## config.mk

```make
export PLATFORM = sky130hd
export DESIGN_NAME = sc_gate_gen
export DESIGN_NICKNAME = d
export VERILOG_FILES = /design/src/rtl/sc_pkg.sv /design/src/rtl/sc_carrier.sv /design/src/rtl/sc_pol_filter.sv /design/src/rtl/sc_pattern.sv /design/src/rtl/sc_gate_gen.sv
export SDC_FILE = /design/constraint.sdc
export NUM_CORES = 1
export LEC_CHECK = 0
export ABC_AREA = 1
export BUFFER_PORTS_ARGS = -buffer_cell sky130_fd_sc_hd__clkbuf_2
export CAP_MARGIN = 20
export CORE_AREA = 5 5 48 50
export CTS_CLUSTER_SIZE = 16
export DETAILED_ROUTE_END_ITERATION = 8
export DIE_AREA = 0 0 53 55
export PLACE_DENSITY = 0.85
export SYNTH_ARGS = -nofsm -noshare
export SYNTH_HDL_FRONTEND = slang
export SYNTH_SLANG_ARGS = --single-unit
```

## constraint.sdc

```tcl
create_clock -name clk_i -period 2.07 [get_ports clk_i]
set_input_delay 0.1035 -clock clk_i [delete_from_list [all_inputs] [get_ports clk_i]]
set_output_delay 0.1035 -clock clk_i [all_outputs]
set_load 0.01 [all_outputs]
```

## src/rtl/sc_pkg.sv

```systemverilog
package sc_pkg;
  typedef enum logic [1:0] {
    MODE_BYPASS = 2'b00,
    MODE_INPH   = 2'b01,
    MODE_OUTPH  = 2'b10
  } sc_mode_e;

  localparam int unsigned G_S1F = 0;
  localparam int unsigned G_S1R = 1;
  localparam int unsigned G_S2F = 2;
  localparam int unsigned G_S2R = 3;
  localparam int unsigned N_GATE = 4;
endpackage

```

## src/rtl/sc_carrier.sv

```systemverilog
module sc_carrier #(
  parameter int unsigned PERIOD = 16,
  parameter int unsigned CNT_W  = 4
) (
  input  logic             clk_i,
  input  logic             rst_ni,
  output logic [CNT_W-1:0] cnt_o,
  output logic             wrap_o
);
  localparam logic [CNT_W-1:0] LAST = CNT_W'(PERIOD - 1);

  logic [CNT_W-1:0] cnt_q;

  assign wrap_o = (cnt_q == LAST);
  assign cnt_o  = cnt_q;

  always_ff @(posedge clk_i or negedge rst_ni) begin
    if (!rst_ni)     cnt_q <= '0;
    else if (wrap_o) cnt_q <= '0;
    else             cnt_q <= cnt_q + 1'b1;
  end
endmodule

```

## src/rtl/sc_pol_filter.sv

```systemverilog
module sc_pol_filter (
  input  logic clk_i,
  input  logic rst_ni,
  input  logic pol_i,
  output logic pol_o,
  output logic valid_o
);
  logic prev_q, prev_v_q, pol_q, val_q;

  always_ff @(posedge clk_i or negedge rst_ni) begin
    if (!rst_ni) begin
      prev_q   <= 1'b0;
      prev_v_q <= 1'b0;
      pol_q    <= 1'b0;
      val_q    <= 1'b0;
    end else begin
      prev_q   <= pol_i;
      prev_v_q <= 1'b1;
      // accept only two agreeing samples
      if (prev_v_q && (prev_q == pol_i)) begin
        pol_q <= pol_i;
        val_q <= 1'b1;
      end
    end
  end

  assign pol_o   = pol_q;
  assign valid_o = val_q;
endmodule

```

## src/rtl/sc_pattern.sv

```systemverilog
module sc_pattern
  import sc_pkg::*;
(
  input  logic              valid_i,
  input  logic              pos_i,
  input  logic [1:0]        mode_i,
  input  logic              pwm_i,
  output logic [N_GATE-1:0] gate_o
);
  always_comb begin
    gate_o = '0;
    if (valid_i) begin
      case (mode_i)
        MODE_INPH: begin
          if (pos_i) begin
            gate_o[G_S1F] = 1'b1;
            gate_o[G_S2R] = 1'b1;
            gate_o[G_S2F] = pwm_i;
          end else begin
            gate_o[G_S1R] = 1'b1;
            gate_o[G_S2F] = 1'b1;
            gate_o[G_S2R] = pwm_i;
          end
        end
        MODE_OUTPH: begin
          if (pos_i) begin
            gate_o[G_S1R] = 1'b1;
            gate_o[G_S2F] = 1'b1;
            gate_o[G_S2R] = pwm_i;
          end else begin
            gate_o[G_S1F] = 1'b1;
            gate_o[G_S2R] = 1'b1;
            gate_o[G_S2F] = pwm_i;
          end
        end
        default: begin
          // bypass and undefined codes
          gate_o[G_S2F] = 1'b1;
          gate_o[G_S2R] = 1'b1;
        end
      endcase
    end
  end
endmodule

```

## src/rtl/sc_gate_gen.sv

```systemverilog
module sc_gate_gen
  import sc_pkg::*;
#(
  parameter int unsigned PERIOD = 16,
  parameter int unsigned DUTY_W = $clog2(PERIOD + 1)
) (
  input  logic              clk_i,
  input  logic              rst_ni,
  input  logic              pol_pos_i,
  input  logic [1:0]        mode_i,
  input  logic [DUTY_W-1:0] duty_i,
  output logic [N_GATE-1:0] gate_o
);
  localparam int unsigned CNT_W = (PERIOD > 1) ? $clog2(PERIOD) : 1;
  localparam logic [DUTY_W-1:0] CMP_MAX = DUTY_W'(PERIOD);

  logic [CNT_W-1:0]  cnt_q;
  logic              wrap;
  logic              pol_f, pol_fv;
  logic              act_v_q, act_pos_q;
  logic [1:0]        act_mode_q;
  logic [DUTY_W-1:0] cmp_q, cmp_d, cnt_ext;
  logic              pwm;
  logic [N_GATE-1:0] gate_d, gate_q;

  sc_carrier #(.PERIOD(PERIOD), .CNT_W(CNT_W)) u_car (
    .clk_i  (clk_i),
    .rst_ni (rst_ni),
    .cnt_o  (cnt_q),
    .wrap_o (wrap)
  );

  sc_pol_filter u_flt (
    .clk_i   (clk_i),
    .rst_ni  (rst_ni),
    .pol_i   (pol_pos_i),
    .pol_o   (pol_f),
    .valid_o (pol_fv)
  );

  assign cmp_d = (duty_i > CMP_MAX) ? CMP_MAX : duty_i;

  // operating point is only updated at carrier wrap
  always_ff @(posedge clk_i or negedge rst_ni) begin
    if (!rst_ni) begin
      act_v_q    <= 1'b0;
      act_pos_q  <= 1'b0;
      act_mode_q <= MODE_BYPASS;
      cmp_q      <= CMP_MAX;
    end else if (wrap) begin
      act_v_q    <= pol_fv;
      act_pos_q  <= pol_f;
      act_mode_q <= mode_i;
      cmp_q      <= cmp_d;
    end
  end

  assign cnt_ext = DUTY_W'(cnt_q);
  assign pwm     = (cnt_ext >= cmp_q);

  sc_pattern u_pat (
    .valid_i (act_v_q),
    .pos_i   (act_pos_q),
    .mode_i  (act_mode_q),
    .pwm_i   (pwm),
    .gate_o  (gate_d)
  );

  always_ff @(posedge clk_i or negedge rst_ni) begin
    if (!rst_ni) gate_q <= '0;
    else         gate_q <= gate_d;
  end

  assign gate_o = gate_q;
endmodule

```

==> key figures, run 1 <==
CTS
  • Setup Buffers After CTS: 0
  • H-tree levels: 1
  • Worst-path clk slew: 0.11 ns
  • Num CTS Buffers: 3
  • Clk sinks: 21
  • CTS tree: done
  • Skew-Pair Late Insertion Delay: 0.31 ns
  • Clock buffer depth: 2
  • Root Driver: clkbuf_4

Floorplan
  • FP Rows: 16
  • # IOs: 14
  • Starting Density: 0.531
  • Die width: 53 um
  • Core area: 1860 sq um
  • DIE AREA: 2920 sq um
  • Die Y: 55 um

Synthesis
  • Compound-cell area share of the yosys netlist: 0.0772
  • Syn Std Cell Area: 988 sq um
  • Mux share of post-synthesis cell area: 0.0101
  • Synth unique cells: 20
  • Post-synthesis adder-cell area fraction: 0.0886
  • Synth top cells by count: nand2_1 (23), dfrtp_1 (20), inv_1 (19), o21ai_0 (9), ha_1 (7)
  • Sequential share of the synthesized area: 0.533
  • Average cell area after synthesis: 9.32 sq um
  • Top post-synthesis cells by area: dfrtp_1 (51%), ha_1 (8.9%), nand2_1 (8.7%)
  • Xor and xnor area share after synthesis: 0.0177
  • Simple-gate portion of the synthesized area: 0.182
  • Synth Net Count: 123
  • Largest family of logic cells by synthesized area: simple AND/OR/NAND/NOR gates
  • Syn. warnings: 0
  • Cells after Synth: 106
  • Post-synth EDFFs: 0
  • Seq cells post-synth: 21
  • Post-synth top area cell: dfrtp_1
  • Top-count cell post-synth: nand2_1
  • Ys flop type: dfrtp_1
  • Post-synth top area share: 0.506
  • Fraction of registers with async set/reset: 1.00

Timing
  • RSZ-0062 raised after global routing: false
  • Max Slew Vio Count: 0
  • Max Clock Freq: 654 MHz
  • TNS Setup: 0 ns
  • Final period util: 0.739
  • Final worst slack: 0.540 ns
  • Tmin final: 1.53 ns
  • Setup violators final: 0
  • Final Hold Fails: 0
  • Worst Clk Skew: 0.00388 ns

Worst setup path
  • Crit-path slowest cell: dfrtp_1
  • Critical Path End Type: flop
  • Critical Path RT: 2.29 ns
  • CP cell instances: ha_1 -> nand2_1 -> inv_1 -> nand2_1 -> nand2_1 -> nand2_1 -> nand3_1 -> nand2_1 -> nand3_1 -> nand2_1 -> inv_1
  • CP max stage delay: 0.45 ns
  • Cell mode on critical path: nand2_1
  • Critical Path Fanout Max: 4
  • Startpoint types: flop
  • Crit path kind: flop to flop
  • Arr. time, crit path: 1.75 ns

Routing
  • DR pass1 iterations: 4
  • Via count: 725
  • # DRC: 0
  • Routed wire per std cell: 10.8 um
  • Number of vias per cell: 4.77
  • WL final: 1640 um
  • Number of DRC markers in iteration 0: 6
  • Final ANT Viol Nets: 0

Cells and area
  • ANT cells: 0
  • P&R area growth vs syn: 14.7%
  • Multi-input logic area: 375 sq um
  • Register Area: 527 sq um
  • Fillers: 159
  • Layout cells sized above 1: 0.200
  • Fin nets: 143

GRT
  • Initial antenna violation count: 0
  • Global-route wire length before repair: 2810 um
  • Vias in the first global route: 715
  • Grt ovf: 0
  • Largest net degree at the start of global routing: 22
  • GRT Total Usage: 0.135

Worst hold path
  • Hold Path Class: input port to flop

Pwr
  • Pleak: 0.609 nW
  • Worst VDD drop: 475 uV
  • Power Density: 671 nW/um^2

Place
  • I/O Buffers: 13
  • Post-detail-place hpwl: 1290 um
  • Routability cong.: 0.745
  • Place WS: 0.567 ns

Job
  • MaxCap Viol Count: 0

Status
  • Status: finished, final reports clean
==> layer usage <==
layer	wire [um]	share of wire	GRT usage
met5	0	0	0
met4	71	0.043	0.132
met3	64	0.039	0.0188
met2	814	0.50	0.215
met1	686	0.42	0.156
==> cells in the final DEF, fill, tap and decap left out, types with 2 or more instances in the layout <==
master          n
clkbuf_2       13
dfrtp_1        20
inv_1          19
nand2_1        23
nand2_2         2
ha_1            7
o21ai_0         9
nor2_4          2
dlygate4sd3_1   3
clkbuf_4        3
nor2_1          6
nand3_1         6
a21oi_1         2
==> critical path, delay by kind of cell (launching register included) <==
kind          cells  cell delay (ns)
fa+ha+maj         1             0.33
buf+inv           2             0.07
flops             1             0.45
simple gates      8             0.58
==> cell type report <==
type / instances / area share
Clock buffer: 3 / 0.0199
Clock inverter: 1 / 0.00442
Inverter: 20 / 0.0662
Multi-Input combinational cell: 64 / 0.331
Sequential cell: 21 / 0.465
Tap cell: 27 / 0.0298
Timing Repair Buffer: 16 / 0.0839
==> state kept, by name, indices dropped and copies added, names as in the netlist <==
name,cells
cmp_q,5
gate_o,4
u_car.cnt_o,4
act_mode_q,2
act_pos_q,1
act_v_q,1
u_flt.pol_o,1
u_flt.prev_q,1
u_flt.prev_v_q,1
u_flt.valid_o,1
==> through the flow <==
| step | area [sq um] | power (W) | cells | utilization | hold slack [ns] |
|---|---|---|---|---|---|
| floorplan | 988 | 0.000522 | 106 | - | -0.192 |
| global placement | 1080 | 0.000561 | 145 | 0.578 | 0.0895 |
| detailed placement | 1080 | 0.000568 | 145 | 0.578 | 0.0958 |
| CTS | 1130 | 0.000768 | 152 | 0.609 | 0.000944 |
| global route | 1130 | 0.000801 | 152 | 0.609 | 0.0291 |
| finish | 1130 | 0.000761 | 152 | 0.609 | 0.00525 |
==> worst paths after layout <==
kind	start	to	slack, ns	depth (start not counted)
min in group asynchronous	rst_ni	cmp_q[1]$_DFFE_PN0N_	0.26	2
max in group asynchronous	rst_ni	cmp_q[4]$_DFFE_PN1N_	1.45	2
max reg2reg	u_car.cnt_o[2]$_DFF_PN0_	gate_o[2]$_DFF_PN0_	0.54	11
max	u_car.cnt_o[2]$_DFF_PN0_	gate_o[2]$_DFF_PN0_	0.54	11
min	mode_i[1]	act_mode_q[1]$_DFFE_PN0N_	0.005	3
min reg2reg	u_flt.valid_o$_DFFE_PN0P_	u_flt.valid_o$_DFFE_PN0P_	0.46	2
==> repair_timing <==
action / CTS / global route
endpoints found under the hold margin: 22 / 0
gates resized for setup: 0 / 0
hold buffers: 3 / 0
==> power breakdown <==
| part | switching [W] | internal (W) |
|---|---|---|
| sequential | 0.0000117 | 0.000441 |
| combinational | 0.0000638 | 0.0000456 |
| clock | 0.000126 | 0.0000724 |
| total | 0.000201 | 0.000559 |
==> cells by family after synthesis <==
group           after synthesis
mux                           1
flops                        21
buf+inv                      21
xor+xnor                      2
other cells                   1
fa+ha+maj                     7
simple gates                 40
compound gates               13
(Power assumes the default switching activity.)
==> run 2, diff against run 1 <==
--- a/config.mk
+++ b/config.mk
@@ -8,11 +8,11 @@
 export ABC_AREA = 1
 export BUFFER_PORTS_ARGS = -buffer_cell sky130_fd_sc_hd__clkbuf_2
 export CAP_MARGIN = 20
-export CORE_AREA = 5 5 48 50
+export CORE_AREA = 5 5 49 51
 export CTS_CLUSTER_SIZE = 16
 export DETAILED_ROUTE_END_ITERATION = 8
-export DIE_AREA = 0 0 53 55
-export PLACE_DENSITY = 0.85
+export DIE_AREA = 0 0 54 56
+export PLACE_DENSITY = 0.82
 export SYNTH_ARGS = -nofsm -noshare
 export SYNTH_HDL_FRONTEND = slang
 export SYNTH_SLANG_ARGS = --single-unit
==> constraint.sdc (replaced) <==
create_clock -name clk_i -period 1.5 [get_ports clk_i]
set_input_delay 0.075 -clock clk_i [delete_from_list [all_inputs] [get_ports clk_i]]
set_output_delay 0.075 -clock clk_i [all_outputs]
set_load 0.01 [all_outputs]
==> run 2 against run 1 <==
Effect of this change:
- maximum frequency grew 9.9%
- combinational power rose by 51%
- die area rose by 3.7%
- sequential share of layout area shrank 3.7 points
- flip-flop and latch count stayed put
- first-iteration DRC count is 17% higher
- cell count increased by 3.9%
- register-to-register slack got worse by 0.43 ns
- core utilization grew 3.9 points
- clock skew is 0.0060 ns higher
- clock power increased by 38%
==> key figures, run 2 (synthesized netlist as in run 1, its figures left out) <==
Cells and area
  • Top reg by flops: cmp_q
  • Most common cell after layout, fill and taps aside: nand2_1
  • P&R area growth vs syn: 24.7%
  • Commonest cells after routing, fill and taps aside: nand2_1 (22), dfrtp_1 (20), inv_1 (17)
  • Fin nets: 149
  • Layout cells sized above 1: 0.267
  • ANT cells: 0
  • Max FFs per register: 5
  • Fillers: 149

Worst hold path
  • Hold Path Class: input port to flop
  • Min-Delay Path Depth: 3

Place
  • Routability cong.: 0.782
  • I/O Buffers: 13
  • Post-detail-place hpwl: 1210 um
  • Place WS: 0.0694 ns

GRT
  • Global Route met1 Usage: 0.144
  • Grt ovf: 0
  • Grt peak-use layer: met2
  • Vias in the first global route: 720
  • Initial antenna violation count: 0
  • GRT Total Usage: 0.126
  • Grt met3 use: 0.0429
  • Largest net degree at the start of global routing: 22
  • Global-route wire length before repair: 2840 um
  • Met2 usage: 0.209

Pwr
  • Pleak: 0.635 nW
  • Worst VDD drop: 628 uV
  • Power Density: 864 nW/um^2

Timing
  • Final worst slack: 0.108 ns
  • Worst Clk Skew: 0.00988 ns
  • Setup violators final: 0
  • Hold slack: 0.0396 ns
  • Tmin final: 1.39 ns
  • Max Clock Freq: 718 MHz
  • Max Slew Vio Count: 0
  • Final Hold Fails: 0
  • Final period util: 0.928

Worst setup path
  • Arr. time, crit path: 1.60 ns
  • Crit path kind: flop to flop
  • Critical Path Fanout Max: 3
  • Critical Path End Type: flop
  • Cell mode on critical path: nand2_1
  • Crit-path slowest cell: dfrtp_1
  • Critical Path RT: 1.71 ns
  • Startpoint types: flop
  • CP cell instances: ha_1 -> nand2_1 -> inv_1 -> nand2_1 -> nand2_1 -> nand2_2 -> nand3_2 -> nand2_1 -> nand3_1 -> nand2_1 -> inv_1
  • CP max stage delay: 0.42 ns
  • Worst reg2reg path depth: 11

CTS
  • Num CTS Buffers: 3
  • H-tree levels: 1
  • Setup Buffers After CTS: 0
  • Root Driver: clkbuf_4
  • Clock buffer depth: 2
  • Clk sinks: 21
  • CTS tree: done
  • Skew-Pair Late Insertion Delay: 0.31 ns
  • Worst-path clk slew: 0.12 ns

Routing
  • # DRC: 0
  • Via count: 750
  • WL final: 1630 um
  • Routed wire per std cell: 10.3 um
  • Final ANT Viol Nets: 0
  • Number of DRC markers in iteration 0: 7
  • DR pass1 iterations: 3
  • Number of vias per cell: 4.75

Floorplan
  • Core area: 1900 sq um
  • # IOs: 14
  • Starting Density: 0.520
  • Die Y: 56 um
  • DIE AREA: 3020 sq um
  • FP Rows: 16
  • Die width: 54 um

Job
  • MaxCap Viol Count: 0

Status
  • Status: finished, final reports clean
## run 2: timing repair
action	in CTS	in global routing
gates resized for setup	0	8
hold endpoints to repair	27	0
setup endpoints to repair	0	2
hold buffers	7	0
## run 2: per-stage QoR
stage / util / instances / cell area (sq um) / TNS, ns / power [W]
4_1_cts: 0.626 / 158 / 1190 / 0 / 0.00108
3_5_place_dp: 0.574 / 147 / 1090 / 0 / 0.000782
6_report: 0.648 / 158 / 1230 / 0 / 0.00107
5_1_grt: 0.648 / 158 / 1230 / -0.00769 / 0.00114
2_1_floorplan: - / 106 / 988 / 0 / 0.000721
3_3_place_gp: 0.574 / 147 / 1090 / 0 / 0.000774
## run 2: cell type report
| type | count | area, sq um | area share |
|---|---|---|---|
| clock buffers | 3 | 22.5 | 0.0183 |
| clock inverters | 1 | 7.51 | 0.00609 |
| inverters | 20 | 75.1 | 0.0609 |
| multi-input cells | 64 | 417 | 0.338 |
| flip-flops and latches | 21 | 527 | 0.427 |
| well taps | 27 | 33.8 | 0.0274 |
| repair buffers | 22 | 150 | 0.122 |
## run 2: final timing paths
check                                                from                        end  slack [ns]
max in group asynchronous                          rst_ni       cmp_q[4]$_DFFE_PN1N_        0.90
worst max register to register   u_car.cnt_o[1]$_DFF_PN0_        gate_o[2]$_DFF_PN0_        0.11
worst max-delay path             u_car.cnt_o[1]$_DFF_PN0_        gate_o[2]$_DFF_PN0_        0.11
worst min-delay path                            duty_i[4]       cmp_q[4]$_DFFE_PN1N_        0.04
worst min register to register  u_flt.valid_o$_DFFE_PN0P_  u_flt.valid_o$_DFFE_PN0P_        0.49
min in group asynchronous                          rst_ni       cmp_q[1]$_DFFE_PN0N_        0.25
## run 2: where the power goes
group	internal (W)	leakage (nW)	switching [W]	total (W)
clock network	0.000102	0.0139	0.000172	0.000274
registers	0.000609	0.248	0.0000182	0.000627
logic	0.0000736	0.373	0.0000910	0.000165
total	0.000784	0.635	0.000281	0.00107
## run 2: routing by layer
metal	vias up	wire (um)
met2	11	821
met3	4	66
met4	0	29
met5	-	0
li1	382	-
met1	353	713
## run 2: critical path: cells and delay by family (launching register included)
| kind | cells | cell delay [ns] |
|---|---|---|
| fa+ha+maj | 1 | 0.30 |
| buf+inv | 2 | 0.08 |
| flops | 1 | 0.42 |
| simple gates | 8 | 0.51 |
==> run 3, diff against run 2 <==
--- a/config.mk
+++ b/config.mk
@@ -13,6 +13,7 @@
 export DETAILED_ROUTE_END_ITERATION = 8
 export DIE_AREA = 0 0 54 56
 export PLACE_DENSITY = 0.82
+export RECOVER_POWER = 50
 export SYNTH_ARGS = -nofsm -noshare
 export SYNTH_HDL_FRONTEND = slang
 export SYNTH_SLANG_ARGS = --single-unit
==> run 3 against run 2 <==
Effect of this change:
- worst setup slack is the same
- maximum frequency is the same
- clock-buffer cell count is the same
- global-route usage is the same
- sequential power is essentially flat
- flip-flop and latch count is the same
- sequential share of layout area grew 0.087 points
- critical path depth is the same
- critical endpoint unchanged
==> key figures, run 3 (synthesized netlist as in run 1, its figures left out) <==
Status
  • Status: finished, final reports clean

Place
  • I/O Buffers: 13
  • Placed insts: 147
  • Place WS: 0.0694 ns
  • Post-detail-place hpwl: 1210 um
  • Routability cong.: 0.782
  • Cell Area, Placed: 1090 sq um

Pwr
  • Worst VDD drop: 629 uV
  • Sequential Power Share: 0.589
  • Logic pwr share: 0.154
  • Power Density: 866 nW/um^2
  • Pleak: 0.629 nW
  • P_int: 0.000784 W
  • Sw Ratio: 0.264
  • Clock power share: 0.257
  • NetSw: 0.000281 W

Cells and area
  • Register Area: 527 sq um
  • P&R area growth vs syn: 24.4%
  • ANT cells: 0
  • Fillers: 148
  • Commonest cells after routing, fill and taps aside: nand2_1 (22), dfrtp_1 (20), inv_1 (17)
  • Fin nets: 149
  • Design area: 1230 sq um
  • Top reg by flops: cmp_q
  • Multi-input logic area: 417 sq um
  • Max FFs per register: 5
  • Fin cells: 158
  • Most common cell after layout, fill and taps aside: nand2_1
  • Layout cells sized above 1: 0.252

CTS
  • Num CTS Buffers: 3
  • Setup Buffers After CTS: 0
  • CTS tree: done
  • Worst-path clk slew: 0.12 ns
  • Skew-Pair Late Insertion Delay: 0.31 ns
  • Clk sinks: 21
  • H-tree levels: 1
  • Clock buffer depth: 2
  • Root Driver: clkbuf_4

Timing
  • Final worst slack: 0.108 ns
  • Final period util: 0.928
  • Max Clock Freq: 718 MHz
  • Worst Clk Skew: 0.00990 ns
  • Final Hold Fails: 0
  • Max Slew Vio Count: 0
  • Slew headroom: 0.283
  • Worst-Margin Slew: 1.07 ns
  • Setup violators final: 0
  • Tmin final: 1.39 ns

Floorplan
  • Die width: 54 um
  • # IOs: 14
  • FP Rows: 16
  • DIE AREA: 3020 sq um
  • Core area: 1900 sq um
  • Starting Density: 0.520
  • Die Y: 56 um

GRT
  • Initial antenna violation count: 0
  • Vias in the first global route: 720
  • GRT Total Usage: 0.126
  • Grt ovf: 0
  • Global-route wire length before repair: 2840 um
  • Largest net degree at the start of global routing: 22

Routing
  • Routed wire per std cell: 10.3 um
  • DR pass1 iterations: 3
  • Number of DRC markers in iteration 0: 7
  • WL final: 1630 um
  • Final ANT Viol Nets: 0
  • Number of vias per cell: 4.75
  • # DRC: 0
  • Via count: 750

Worst setup path
  • Crit-path slowest cell: dfrtp_1
  • Critical Path Fanout Max: 3
  • Crit path kind: flop to flop
  • Arr. time, crit path: 1.60 ns
  • Startpoint types: flop
  • CP cell instances: ha_1 -> nand2_1 -> inv_1 -> nand2_1 -> nand2_1 -> nand2_2 -> nand3_2 -> nand2_1 -> nand3_1 -> nand2_1 -> inv_1
  • Critical Path RT: 1.71 ns
  • Critical Path End Type: flop
  • Cell mode on critical path: nand2_1
  • CP max stage delay: 0.42 ns

Worst hold path
  • Hold Path Class: input port to flop

Job
  • MaxCap Viol Count: 0
run 3: changes by cell type in the layout (fill, tap and decap cells not counted):
cell      delta
clkbuf_1     +2
clkbuf_2     -2
run 3: final cells by class:
class,count,share of cell area
clock inverter,1,0.00610
clock buffer,3,0.0183
sequential,21,0.428
tap,27,0.0275
multi-input combinational,64,0.339
inverter,20,0.0610
timing repair buffer,22,0.120
run 3: layer usage:
metal  GRT usage  share of wire  vias to the layer above
li1            -              -                      382
met1       0.144           0.44                      353
met2       0.209           0.50                       11
met3      0.0429          0.040                        4
met4      0.0463          0.018                        0
met5           0              0                        -
run 3: path summary, 6_finish.rpt:
kind / start / to / slack (ns) / cells after the start
max in group asynchronous: rst_ni / gate_o[2]$_DFF_PN0_ / 0.38 / 2
worst max-delay path: u_car.cnt_o[1]$_DFF_PN0_ / gate_o[2]$_DFF_PN0_ / 0.11 / 11
min in group asynchronous: rst_ni / cmp_q[1]$_DFFE_PN0N_ / 0.47 / 2
worst min-delay path: duty_i[4] / cmp_q[4]$_DFFE_PN1N_ / 0.04 / 3
worst max register to register: u_car.cnt_o[1]$_DFF_PN0_ / gate_o[2]$_DFF_PN0_ / 0.11 / 11
worst min register to register: u_flt.valid_o$_DFFE_PN0P_ / u_flt.valid_o$_DFFE_PN0P_ / 0.49 / 2
run 3: critical path, delay by kind of cell (launching register included):
kind                     cells  cell delay [ns]
adder cells (fa/ha/maj)      1             0.30
buffers and inverters        2             0.08
flip-flops                   1             0.42
AND/OR/NAND/NOR              8             0.51
run 3: through the flow:
| stage | TNS [ns] | hold WS, ns | utilization | power, W |
|---|---|---|---|---|
| 2_1_floorplan | 0 | -0.221 | - | 0.000721 |
| 3_3_place_gp | 0 | 0.0589 | 0.574 | 0.000774 |
| 3_5_place_dp | 0 | 0.0686 | 0.574 | 0.000782 |
| 4_1_cts | 0 | 0.0108 | 0.626 | 0.00108 |
| 5_1_grt | -0.00769 | 0.0151 | 0.647 | 0.00114 |
| 6_report | 0 | 0.0396 | 0.647 | 0.00106 |
run 3: power groups by stage:
| stage | Combinational (W) | Clock [W] | Sequential [W] |
|---|---|---|---|
| after floorplan | 0.0000749 | 0 | 0.000646 |
| after detailed placement | 0.000144 | 0 | 0.000638 |
| after CTS | 0.000159 | 0.000293 | 0.000626 |
| after global routing | 0.000189 | 0.000315 | 0.000632 |
| final | 0.000164 | 0.000274 | 0.000627 |
| after global placement | 0.000139 | 0 | 0.000635 |
run 3: what timing repair did:
item,CTS,global route
resized for setup,0,8
hold buffers,7,0
setup endpoints to repair,0,2
hold endpoints to repair,27,0
